[src/rtl/icu_pkg.sv]
package icu_pkg;
  localparam int unsigned WORD_W = 32;
  localparam int unsigned ADDR_W = 4;
  // field selector, low three address bits
  localparam logic [2:0] F_PEND = 3'd0;
  localparam logic [2:0] F_EN   = 3'd1;
  localparam logic [2:0] F_RT   = 3'd2;
  localparam logic [2:0] F_IRQP = 3'd3;
  localparam logic [2:0] F_FIQP = 3'd4;
  localparam logic [2:0] F_CTRL = 3'd5;
endpackage

[src/rtl/icu_bank.sv]
module icu_bank
  import icu_pkg::*;
#(
  parameter int unsigned OFFSET = 8,
  parameter int unsigned NSRC   = 24
) (
  input  logic              clk_i,
  input  logic              rst_ni,
  input  logic [NSRC-1:0]   src_i,
  input  logic              sel_i,
  input  logic              we_i,
  input  logic [2:0]        field_i,
  input  logic [WORD_W-1:0] wdata_i,
  output logic [WORD_W-1:0] rdata_o,
  output logic              irq_any_o,
  output logic              fiq_any_o,
  output logic              pend_any_o,
  output logic              live_any_o
);
  logic [NSRC-1:0] en_q, rt_q, live, irqp, fiqp;

  always_ff @(posedge clk_i or negedge rst_ni) begin
    if (!rst_ni) begin
      en_q <= '0;
      rt_q <= '0;
    end else if (sel_i && we_i) begin
      if (field_i == F_EN) en_q <= wdata_i[OFFSET +: NSRC];
      if (field_i == F_RT) rt_q <= wdata_i[OFFSET +: NSRC];
    end
  end

  assign live = src_i & en_q;
  assign irqp = live & ~rt_q;
  assign fiqp = live & rt_q;

  function automatic logic [WORD_W-1:0] place(input logic [NSRC-1:0] v);
    logic [WORD_W-1:0] w;
    w = '0;
    w[OFFSET +: NSRC] = v;
    return w;
  endfunction

  always_comb begin
    unique case (field_i)
      F_PEND:  rdata_o = place(src_i);
      F_EN:    rdata_o = place(en_q);
      F_RT:    rdata_o = place(rt_q);
      F_IRQP:  rdata_o = place(irqp);
      F_FIQP:  rdata_o = place(fiqp);
      default: rdata_o = '0;
    endcase
  end

  assign irq_any_o  = |irqp;
  assign fiq_any_o  = |fiqp;
  assign pend_any_o = |src_i;
  assign live_any_o = |live;

  AST_EN_WRITE: assert property (@(posedge clk_i) disable iff (!rst_ni)
    (sel_i && we_i && field_i == F_EN) |=> (en_q == $past(wdata_i[OFFSET +: NSRC])));
  AST_RT_HOLD: assert property (@(posedge clk_i) disable iff (!rst_ni)
    !(sel_i && we_i && field_i == F_RT) |=> $stable(rt_q));
endmodule

[src/rtl/icu_outreg.sv]
module icu_outreg #(
  parameter int unsigned W = 3
) (
  input  logic         clk_i,
  input  logic         rst_ni,
  input  logic [W-1:0] d_i,
  output logic [W-1:0] q_o
);
  always_ff @(posedge clk_i or negedge rst_ni) begin
    if (!rst_ni) q_o <= '0;
    else         q_o <= d_i;
  end
endmodule

[src/rtl/icu_top.sv]
module icu_top
  import icu_pkg::*;
#(
  parameter int unsigned SKIP   = 8,
  parameter int unsigned HI_SRC = 16,
  localparam int unsigned LO_SRC = WORD_W - SKIP,
  localparam int unsigned NSRC   = LO_SRC + HI_SRC
) (
  input  logic              clk_i,
  input  logic              rst_ni,
  input  logic [NSRC-1:0]   src_i,
  input  logic              reg_we_i,
  input  logic [ADDR_W-1:0] reg_addr_i,
  input  logic [WORD_W-1:0] reg_wdata_i,
  output logic [WORD_W-1:0] reg_rdata_o,
  output logic              irq_o,
  output logic              fiq_o,
  output logic              wake_o
);
  localparam logic [ADDR_W-1:0] CTRL_ADDR = {1'b0, F_CTRL};

  logic [2:0]        field;
  logic              ctrl_hit, idle_q;
  logic [WORD_W-1:0] lo_rd, hi_rd;
  logic              lo_irq, lo_fiq, lo_pend, lo_live;
  logic              hi_irq, hi_fiq, hi_pend, hi_live;
  logic              any_pend, any_live, wake_d;

  assign field    = reg_addr_i[2:0];
  assign ctrl_hit = (reg_addr_i == CTRL_ADDR);

  always_ff @(posedge clk_i or negedge rst_ni) begin
    if (!rst_ni)                  idle_q <= 1'b0;
    else if (reg_we_i && ctrl_hit) idle_q <= reg_wdata_i[0];
  end

  icu_bank #(.OFFSET(SKIP), .NSRC(LO_SRC)) i_lo (
    .clk_i, .rst_ni,
    .src_i      (src_i[LO_SRC-1:0]),
    .sel_i      (!reg_addr_i[3]),
    .we_i       (reg_we_i),
    .field_i    (field),
    .wdata_i    (reg_wdata_i),
    .rdata_o    (lo_rd),
    .irq_any_o  (lo_irq),
    .fiq_any_o  (lo_fiq),
    .pend_any_o (lo_pend),
    .live_any_o (lo_live)
  );

  generate
    if (HI_SRC > 0) begin : g_hi
      icu_bank #(.OFFSET(0), .NSRC(HI_SRC)) i_hi (
        .clk_i, .rst_ni,
        .src_i      (src_i[NSRC-1:LO_SRC]),
        .sel_i      (reg_addr_i[3]),
        .we_i       (reg_we_i),
        .field_i    (field),
        .wdata_i    (reg_wdata_i),
        .rdata_o    (hi_rd),
        .irq_any_o  (hi_irq),
        .fiq_any_o  (hi_fiq),
        .pend_any_o (hi_pend),
        .live_any_o (hi_live)
      );
    end else begin : g_no_hi
      assign hi_rd   = '0;
      assign hi_irq  = 1'b0;
      assign hi_fiq  = 1'b0;
      assign hi_pend = 1'b0;
      assign hi_live = 1'b0;
    end
  endgenerate

  always_comb begin
    if (ctrl_hit)           reg_rdata_o = {{(WORD_W-1){1'b0}}, idle_q};
    else if (reg_addr_i[3]) reg_rdata_o = hi_rd;
    else                    reg_rdata_o = lo_rd;
  end

  assign any_pend = lo_pend | hi_pend;
  assign any_live = lo_live | hi_live;
  // idle bit set: only enabled sources may wake
  assign wake_d   = idle_q ? any_live : any_pend;

  icu_outreg #(.W(3)) i_out (
    .clk_i, .rst_ni,
    .d_i ({lo_irq | hi_irq, lo_fiq | hi_fiq, wake_d}),
    .q_o ({irq_o, fiq_o, wake_o})
  );

  AST_WAKE_COVERS: assert property (@(posedge clk_i) disable iff (!rst_ni)
    (irq_o || fiq_o) |-> wake_o);
  AST_IDLE_ANY: assert property (@(posedge clk_i) disable iff (!rst_ni)
    (!idle_q && any_pend) |=> wake_o);
endmodule

[config.mk]
export PLATFORM = sky130hd
export DESIGN_NAME = icu_top
export DESIGN_NICKNAME = d
export VERILOG_FILES = /design/src/rtl/icu_pkg.sv /design/src/rtl/icu_bank.sv /design/src/rtl/icu_outreg.sv /design/src/rtl/icu_top.sv
export SDC_FILE = /design/constraint.sdc
export NUM_CORES = 1
export LEC_CHECK = 0
export CORE_MARGIN = 4
export CORE_UTILIZATION = 55
export CTS_BUF_LIST = sky130_fd_sc_hd__clkbuf_4
export DETAILED_ROUTE_END_ITERATION = 7
export HOLD_SLACK_MARGIN = 0.15
export PLACE_DENSITY = 0.84
export REMOVE_ABC_BUFFERS = 1
export SLEW_MARGIN = 20
export SYNTH_ARGS = -nofsm -noshare
export SYNTH_HDL_FRONTEND = slang
export SYNTH_SLANG_ARGS = --single-unit
[constraint.sdc]
create_clock -name clk_i -period 3.35 [get_ports clk_i]
set_input_delay 1.005 -clock clk_i [delete_from_list [all_inputs] [get_ports clk_i]]
set_output_delay 1.005 -clock clk_i [all_outputs]
set_load 0.01 [all_outputs]
== Word-level counts from Yosys, hierarchy flattened ==
Cells that the tools add are included.
Widths: inputs -> output; s select.
Word-level totals
  register bits: 84
  latch bits: 0
  memory bits (writable): 0
  bits in read-only memories: 0
  input bits: 79
  logic and storage cells: 45
  memories: 0
Cells by class
  $add $sub $neg: 0
  multipliers: 0
  div/mod/pow operators: 0
  $lt $le $gt $ge: 0
  eq/ne operators: 5
  shifts and indexed selects: 0
  muxes and demuxes: 5
  bitwise gates (word level): 12
  reductions and logical operators: 17
Operator list (number)
  $pmux 32 s5: 1
  $reduce_or 24->1: 4
  $pmux 16 s5: 1
  $and 24x24->24: 3
  $mux 32: 2
  $reduce_or 16->1: 4
  $and 16x16->16: 3
  $not 24->24: 1
  $not 16->16: 1
  $reduce_and 2->1: 4
  $eq 3x2->1 const B: 2
  $eq 4x3->1 const B: 1
  $or 1x1->1: 4
  $eq 3x1->1 const B: 1
  $eq 3x3->1 const B: 1
  $logic_and 1x1->1: 3
  $logic_not 3->1: 1
  $logic_not 1->1: 1
  $mux 1: 1

== Depth between registers and ports, before layout ==
Gate-level depths: netlist of the first run.
  depth in word-level cells: 5
  depth in mapped cells: 7

== Cells and area by module ==
Synthesis of the first run repeated with hierarchy kept, for this count alone.
Unflattened totals
  cell total of the unflattened synthesis: 677
  area, all modules: 6294.8 µm²
By module, submodules not included
  icu_bank at i_lo: instances 1, cells an instance 347, area each 3345.7 µm²
  icu_bank at g_hi.i_hi: instances 1, cells an instance 244, area each 2306.0 µm²
  icu_top: instances 1, cells an instance 83, area each 568.0 µm²
  icu_outreg: instances 1, cells an instance 3, area each 75.1 µm²

== Least setup slack after synthesis of the first run ==
OpenSTA, ideal clock, no wires.
  path type: input to output
  start: in reg_addr_i[3]
  end: out reg_rdata_o[10]
  arrival time: 1953 ps
  path slack: 392 ps
  stages: 5
  path buffers: 2
  cells stage by stage: buf_4 > buf_2 > mux2i_1 > a21boi_0 > a211oi_1
On the way
  cells in the longest elaborated chain, start to end: 2
Ends and longest elaborated chain
  from (decl): RTL line icu_top.sv:13  | input logic [ADDR_W-1:0] reg_addr_i,
  $eq 4x3->1 or $mux 32 (tied branches): RTL line icu_top.sv:30, icu_top.sv:77
  $mux 32 *: RTL line icu_top.sv:76  | if (ctrl_hit) reg_rdata_o = {{(WORD_W-1){1'b0}}, idle_q};
  to (decl): RTL line icu_top.sv:15  | output logic [WORD_W-1:0] reg_rdata_o,
Every way passes the cells marked *; elsewhere a longest branch is shown, timed or not.

== Worst setup path after layout of the first run ==
  start: in src_i[9]
  end: out reg_rdata_o[17]
On the way
  cells in the longest elaborated chain, start to end: 5
Ends and longest elaborated chain
  from (decl): RTL line icu_top.sv:11  | input logic [NSRC-1:0] src_i,
  $and 24x24->24: RTL line icu_bank.sv:32  | assign live = src_i & en_q;
  $and 24x24->24 (on tied branches): RTL line icu_bank.sv:34, icu_bank.sv:33
  $pmux 32 s5 *: RTL line icu_bank.sv:44  | unique case (field_i)
  $mux 32 *: RTL line icu_top.sv:77  | else if (reg_addr_i[3]) reg_rdata_o = hi_rd;
  $mux 32 *: RTL line icu_top.sv:76
Marks and branches as above.

==> key figures, run 1 <==
Placement
  • Cells after DPL: 962
  • Port Buf Inserts: 113
  • Dpl ws: -0.5297 ns
  • Placer Congestion: around 0.96
  • DP HPWL: around 16000 um
  • DP Area: around 0.0079 sq mm

Worst setup path
  • Arr. time, crit path: between 2 and 2.5 ns
  • Worst Path Class, Setup: input pin to output port
  • Crit Path Max Fanout: 3
  • Setup crit start kind: input pin
  • Worst Setup End Kind: output port
  • Worst path required time: between 2 and 2.5 ns

Routing
  • Remaining DRCs: 0
  • WL met2: ~11000 um
  • Total Routed Length: about 22000 um
  • 1st-pass router iterations: 8
  • Wire per inst: 22.28 um
  • Via count: roughly 6400
  • Highest routing layer actually used: met4
  • Post-route ant nets: 0
  • Vias per cell: 6.506
  • WL met3: 1978 um
  • DRT iter0 DRCs: ~840
  • M1 WL: approximately 8600 um

Synthesis
  • EDFF count, synth: 0
  • Async S/R FF share, synth: 100.0%
  • Ys flop type: dfrtp_1
  • Mapped cell area: roughly 0.0059 sq mm
  • Post-synthesis register bit count: 84
  • Cell taking the most area after synthesis: dfrtp_1
  • Synth Warn #: 0
  • Register area share after synthesis: between 30% and 40%
  • Area contributors post-synth: dfrtp_1 35%, mux2_2 12%, mux2i_1 7.9%
  • Unique cell type count in the Yosys netlist: 38
  • Post-Syn Area per Cell: between 9 and 10 sq um
  • Top cell type's share of synthesized area: 35.46%
  • Gate count of the mapped netlist: roughly 640

Timing
  • Worst setup margin: ~0.022 ns
  • Final Hold Fails: 0
  • Setup violations, final: 0
  • RSZ-0062 raised after global routing: yes
  • Fmax: ~300 MHz
  • Least-Margin Pin Slew: 0.8100 ns
  • Slew Viols, Final: 0
  • Clock Skews: around 0.02 ns
  • Tmin final: 3.328 ns
  • Max-slew headroom: approximately 46%
  • Final period util: 99.36%

Pwr
  • Power Total: 3.477 mW
  • VDD IR max: a little under 0.3 mV
  • Power Density: approximately 420 mW/mm^2
  • Pleak: 3.820 nW

Clock network
  • CTS hold repair buffers: 0
  • CTS Buf Count: 9
  • H-tree levels: 3
  • Root Driver: clkbuf_4
  • Clock Pin Slew Worst Setup and Hold Paths: ~0.13 ns
  • CTS Sinks: 84
  • Clk Latency, worst-skew pair: between 0.4 and 0.5 ns
  • Clock tree from TritonCTS: built
  • CTS max path bufs: 2

Finish
  • Fillers: 670
  • Layout cells sized above 1: just over 30%
  • Design Area, Final: roughly 0.0082 sq mm
  • Area occupied by multi-input gates: 0.003441 sq mm
  • Final non-filler cell total: between 900 and 1000
  • FF+latch area: approximately 0.0021 sq mm
  • Final #Nets: 922
  • Area delta synth->final: 38.62%

GRT
  • Vias in the first global route: roughly 6400
  • Initial antenna violation count: 1
  • Pin count of the biggest net entering global routing: 85
  • GR Overflow Total: 0
  • Global-route wire length before repair: between 30000 and 40000 um
  • Tot GR Track Use: roughly a third

Floorplanning
  • Die span in y: between 100 and 150 um
  • Placeable Area: between 0.01 and 0.015 sq mm
  • Die W: 111.8 um
  • Ports: between 100 and 150
  • Initial Util: a little under three fifths
  • Full die area: about 0.013 sq mm
  • Row Count: 37

Min path
  • Worst Hold Class: flip-flop to flip-flop

Outcome
  • Status: complete, no violations

Flow run
  • Max-cap violations: 0
## worst paths after layout
path | startpoint | end | slack (ns) | cells after the start
worst max-delay path | src_i[9] | reg_rdata_o[17] | 0.02 | 7
worst min-delay path | g_hi.i_hi.en_q[15] | g_hi.i_hi.en_q[15] | 0.58 | 1
worst max register to register | i_lo.rt_q[7] | i_out.q_o[1] | 1.74 | 5
worst min register to register | g_hi.i_hi.en_q[15] | g_hi.i_hi.en_q[15] | 0.58 | 1
max in group asynchronous | rst_ni | i_lo.rt_q[10] | 2.18 | 1
min in group asynchronous | rst_ni | i_lo.rt_q[14] | 0.60 | 1
## flip-flops by register name (all words and copies together), names as in the netlist
name,flops
g_hi.i_hi.en_q,16
g_hi.i_hi.rt_q,16
idle_q,1
i_out.q_o,3
i_lo.rt_q,24
i_lo.en_q,24
## repair_timing
item	in CTS	in global routing
setup buffers	0	5
pin swaps	6	5
cloned	0	1
endpoints found under the setup margin	32	24
resized for setup	141	38
## stage by stage
| stage | hold WS (ns) | setup TNS (ns) | util (%) |
|---|---|---|---|
| finish | 0.5800 | 0 | 78.89 |
| global route | 0.5981 | -0.05309 | 78.87 |
| CTS | 0.5768 | 0 | 77.20 |
| detailed placement | 0.5488 | -11.60 | 75.72 |
| global placement | 0.5382 | -9.955 | 75.72 |
| floorplan | 0.5263 | 0 | - |
## per-layer routing
layer / vias up / GRT usage (%)
met1: 3144 / 44.12
met2: 410 / 56.47
li1: 2792 / -
met5: - / 0
met4: 0 / 12.90
met3: 62 / 5.598
## synth_stat cells, types with 8 or more instances
| cell | n |
|---|---|
| o22ai_1 | 28 |
| nor2_1 | 58 |
| mux2_2 | 61 |
| o21ai_0 | 41 |
| nand3_1 | 45 |
| clkbuf_1 | 9 |
| buf_2 | 15 |
| inv_1 | 40 |
| a31oi_1 | 34 |
| mux2i_1 | 47 |
| mux2_4 | 20 |
| o22a_1 | 17 |
| dfrtp_1 | 84 |
| nor4_1 | 18 |
| nand2_1 | 45 |
| and2_1 | 8 |
| nand4_1 | 21 |
## layout make-up
class                           count  share of cell area (%)
Clock buffer                       11                   1.005
Clock inverter                      5                  0.9287
Antenna cell                        1                 0.03045
Sequential cell                    84                   25.58
Inverter                           40                   1.827
Multi-Input combinational cell    477                   41.87
Timing Repair Buffer              231                   26.69
Tap cell                          136                   2.071
## kinds of logic (layout without fill, tap and decap cells)
family | after synthesis | after routing | synth area share (%)
and+or+nand+nor | 207 | 207 | 17.22
muxes | 128 | 128 | 24.59
AOI/OAI and AO/OA | 142 | 142 | 15.47
other | 0 | 1 | 0
DFF | 84 | 84 | 35.46
buffers and inverters | 78 | 287 | 7.260
## worst max-delay path, stage by stage
cell	delay, ns
clkdlybuf4s50_1	0.51
inv_1	0.05
o21ai_1	0.13
a31oi_1	0.09
o22a_1	0.20
nor2_1	0.10
clkdlybuf4s15_2	0.24
## where the power goes
part | switching (mW) | internal [mW] | leakage (nW)
Sequential | 0.323 | 1.24 | 1.02
Clock | 0.355 | 0.317 | 0.0861
Combinational | 0.569 | 0.671 | 2.71
Total | 1.25 | 2.23 | 3.82
## cells in the final DEF, fill, tap and decap left out, drive strengths merged, types with 2 or more instances in the layout
cell	instances
buf	126
dfrtp	84
mux2	81
nor2	60
mux2i	47
nand2	46
nand3	45
o21ai	41
inv	40
clkdlybuf4s50	40
a31oi	34
o22ai	28
dlygate4sd2	24
clkdlybuf4s15	23
nand4	21
nor4	18
o22a	17
clkbuf	16
dlymetal6s2s	13
and2	8
a311oi	7
a211oi	6
a21boi	5
nor3	3
clkinv	3
bufinv	2
a221oi	2
Power figures use the tool's default switching activity.
==> run 2, diff against run 1 <==
- CORE_UTILIZATION: 55 -> 49
- PLACE_DENSITY: 0.84 -> 0.79
- clock period: 3.35 -> 2.65 ns (I/O delays scaled with it)
==> key figures, run 2 (same netlist as run 1, synthesis figures left out) <==
Timing
  • Final Hold Fails: 0
  • RSZ-0062 raised after global routing: yes
  • Final period util: 105.6%
  • Max-slew headroom: between 50% and 60%
  • Setup violations, final: 32
  • Least-Margin Pin Slew: between 0.6 and 0.7 ns
  • Slew Viols, Final: 0
  • Worst setup margin: -0.1495 ns
  • Fmax: 357.2 MHz
  • Tmin final: ~2.8 ns
  • Clock Skews: roughly 0.017 ns

Worst setup path
  • Critical Path Source: reg_addr_i[1]
  • Worst path required time: 1.86 ns
  • Crit Path Max Fanout: 9
  • CP Cell Sequence: buf_16, buf_12, buf_4, mux2i_1, nor2_1, a31oi_1, o22ai_2, and2_1, buf_2
  • Worst Setup End Kind: output port
  • Reg-to-reg slack, setup: around 1.1 ns
  • Setup crit end: reg_rdata_o[7]
  • Worst R2R Start: i_lo.en_q[11]
  • Critical Path Stages: 9
  • Crit-path slowest cell: a31oi_1
  • Max incr delay on CP: 0.20 ns
  • Crit Reg-Reg Endpoint: i_out.q_o[2]
  • FF-to-FF path depth: 5
  • Arr. time, crit path: around 2.0 ns
  • Family with the most delay on the worst path: buffers and inverters
  • Buf/Inv on CP: 4
  • Worst Path Class, Setup: input pin to output port
  • Setup crit start kind: input pin

Placement
  • DP HPWL: 15880 um
  • Dpl ws: -0.7897 ns
  • Placer Congestion: 0.9993
  • DP Area: 0.007979 sq mm
  • Port Buf Inserts: around 110

Pwr
  • VDD IR max: ~0.3 mV
  • Power Density: 524.9 mW/mm^2
  • Pleak: 3.857 nW

Min path
  • Worst Hold Class: input pin to async pin

GRT
  • Pin count of the biggest net entering global routing: 45
  • Tot GR Track Use: between 30% and 40%
  • Global-route wire length before repair: between 30000 and 40000 um
  • Initial antenna violation count: 1
  • Vias in the first global route: about 6600
  • GR Overflow Total: 0

Clock network
  • Root Driver: clkbuf_4
  • CTS max path bufs: 2
  • Clock Pin Slew Worst Setup and Hold Paths: approximately 0.15 ns
  • CTS Buf Count: 9
  • CTS Sinks: 84
  • Clk Latency, worst-skew pair: 0.45 ns
  • Clock tree from TritonCTS: built
  • H-tree levels: 3

Floorplanning
  • Die span in y: ~120 um
  • Initial Util: roughly 50%
  • Full die area: 0.01392 sq mm
  • Ports: roughly 110
  • Row Count: 39
  • Placeable Area: between 0.01 and 0.015 sq mm
  • Die W: about 120 um

Routing
  • Post-route ant nets: 0
  • Vias per cell: 6.471
  • Wire per inst: approximately 22 um
  • DRT iter0 DRCs: between 600 and 700
  • Via count: around 6500
  • Total Routed Length: about 23000 um
  • Remaining DRCs: 0
  • 1st-pass router iterations: 5

Finish
  • Commonest non-fill, non-tap cell in the layout: buf_4
  • Final #Nets: around 940
  • Layout cells sized above 1: between 30 and 40%
  • Commonest non-fill, non-tap cells in the layout: 106 x buf_4, 84 x dfrtp_1, 61 x mux2_2
  • Post-route core utilization: between 70 and 80%
  • Design Area, Final: around 0.0083 sq mm
  • Area delta synth->final: 40.63%
  • Biggest regs: i_lo.en_q x24, i_lo.rt_q x24
  • Fillers: 853

Outcome
  • Failing checks: negative setup slack
  • Status: finished with violations

Flow run
  • Max-cap violations: 0
## run 2: layer usage
metal	track usage [%]	share of wire, %	vias up
met1	39.68	38	3125
met4	15.31	4.3	0
met5	0	0	-
met3	6.007	10	90
li1	-	-	2827
met2	51.67	48	474
## run 2: cell type report
| type | count | area, sq um | share of cell area (%) |
|---|---|---|---|
| antenna | 1 | 2.502 | 0.03002 |
| clock buffer | 9 | 67.56 | 0.8104 |
| clock inverter | 7 | 65.06 | 0.7804 |
| inverter | 40 | 150.1 | 1.801 |
| multi-input combinational | 477 | 3558 | 42.68 |
| sequential | 84 | 2102 | 25.21 |
| tap | 143 | 178.9 | 2.146 |
| timing repair buffer | 246 | 2212 | 26.53 |
## run 2: metrics by stage
| stage | hold slack [ns] | std cells | setup TNS [ns] | power, mW |
|---|---|---|---|---|
| after floorplan | 0.4994 | 601 | 0 | 2.656 |
| after global routing | 0.3672 | 1007 | -3.853 | 4.578 |
| final | 0.3348 | 1007 | -1.858 | 4.376 |
| after global placement | 0.5374 | 975 | -19.19 | 3.418 |
| after CTS | 0.3412 | 1004 | -1.365 | 4.268 |
| after detailed placement | 0.5475 | 975 | -20.41 | 3.498 |
## run 2: what timing repair did
item                                    4_1_cts  5_1_grt
endpoints found under the setup margin       32       32
gates resized for setup                     229       26
hold buffers                                  0        0
pin swaps                                    22       30
setup buffers                                11        2
gates cloned                                  2        1
## run 2: power by group
group	internal, mW	leakage, nW	switching [mW]
combinational	0.869	2.76	0.755
clock	0.283	0.0735	0.490
sequential	1.57	1.02	0.409
total	2.72	3.86	1.65
## run 2: how the worst min path moves through the flow
stage,start,endpoint,cells after the start
final,rst_ni,i_lo.rt_q[14],1
after detailed placement,i_lo.en_q[20],i_lo.en_q[20],1
after global routing,rst_ni,i_lo.rt_q[14],1
after floorplan,rst_ni,g_hi.i_hi.en_q[0],0
after CTS,rst_ni,idle_q,1
after global placement,i_lo.en_q[22],i_lo.en_q[22],1
## run 2: worst reg2reg max path, stage by stage, from the launching register on
cell	delay, ns
dfrtp_1	0.44
nand2_1	0.16
o22ai_1	0.11
nor4_1	0.42
and3_1	0.21
nand3_1	0.10
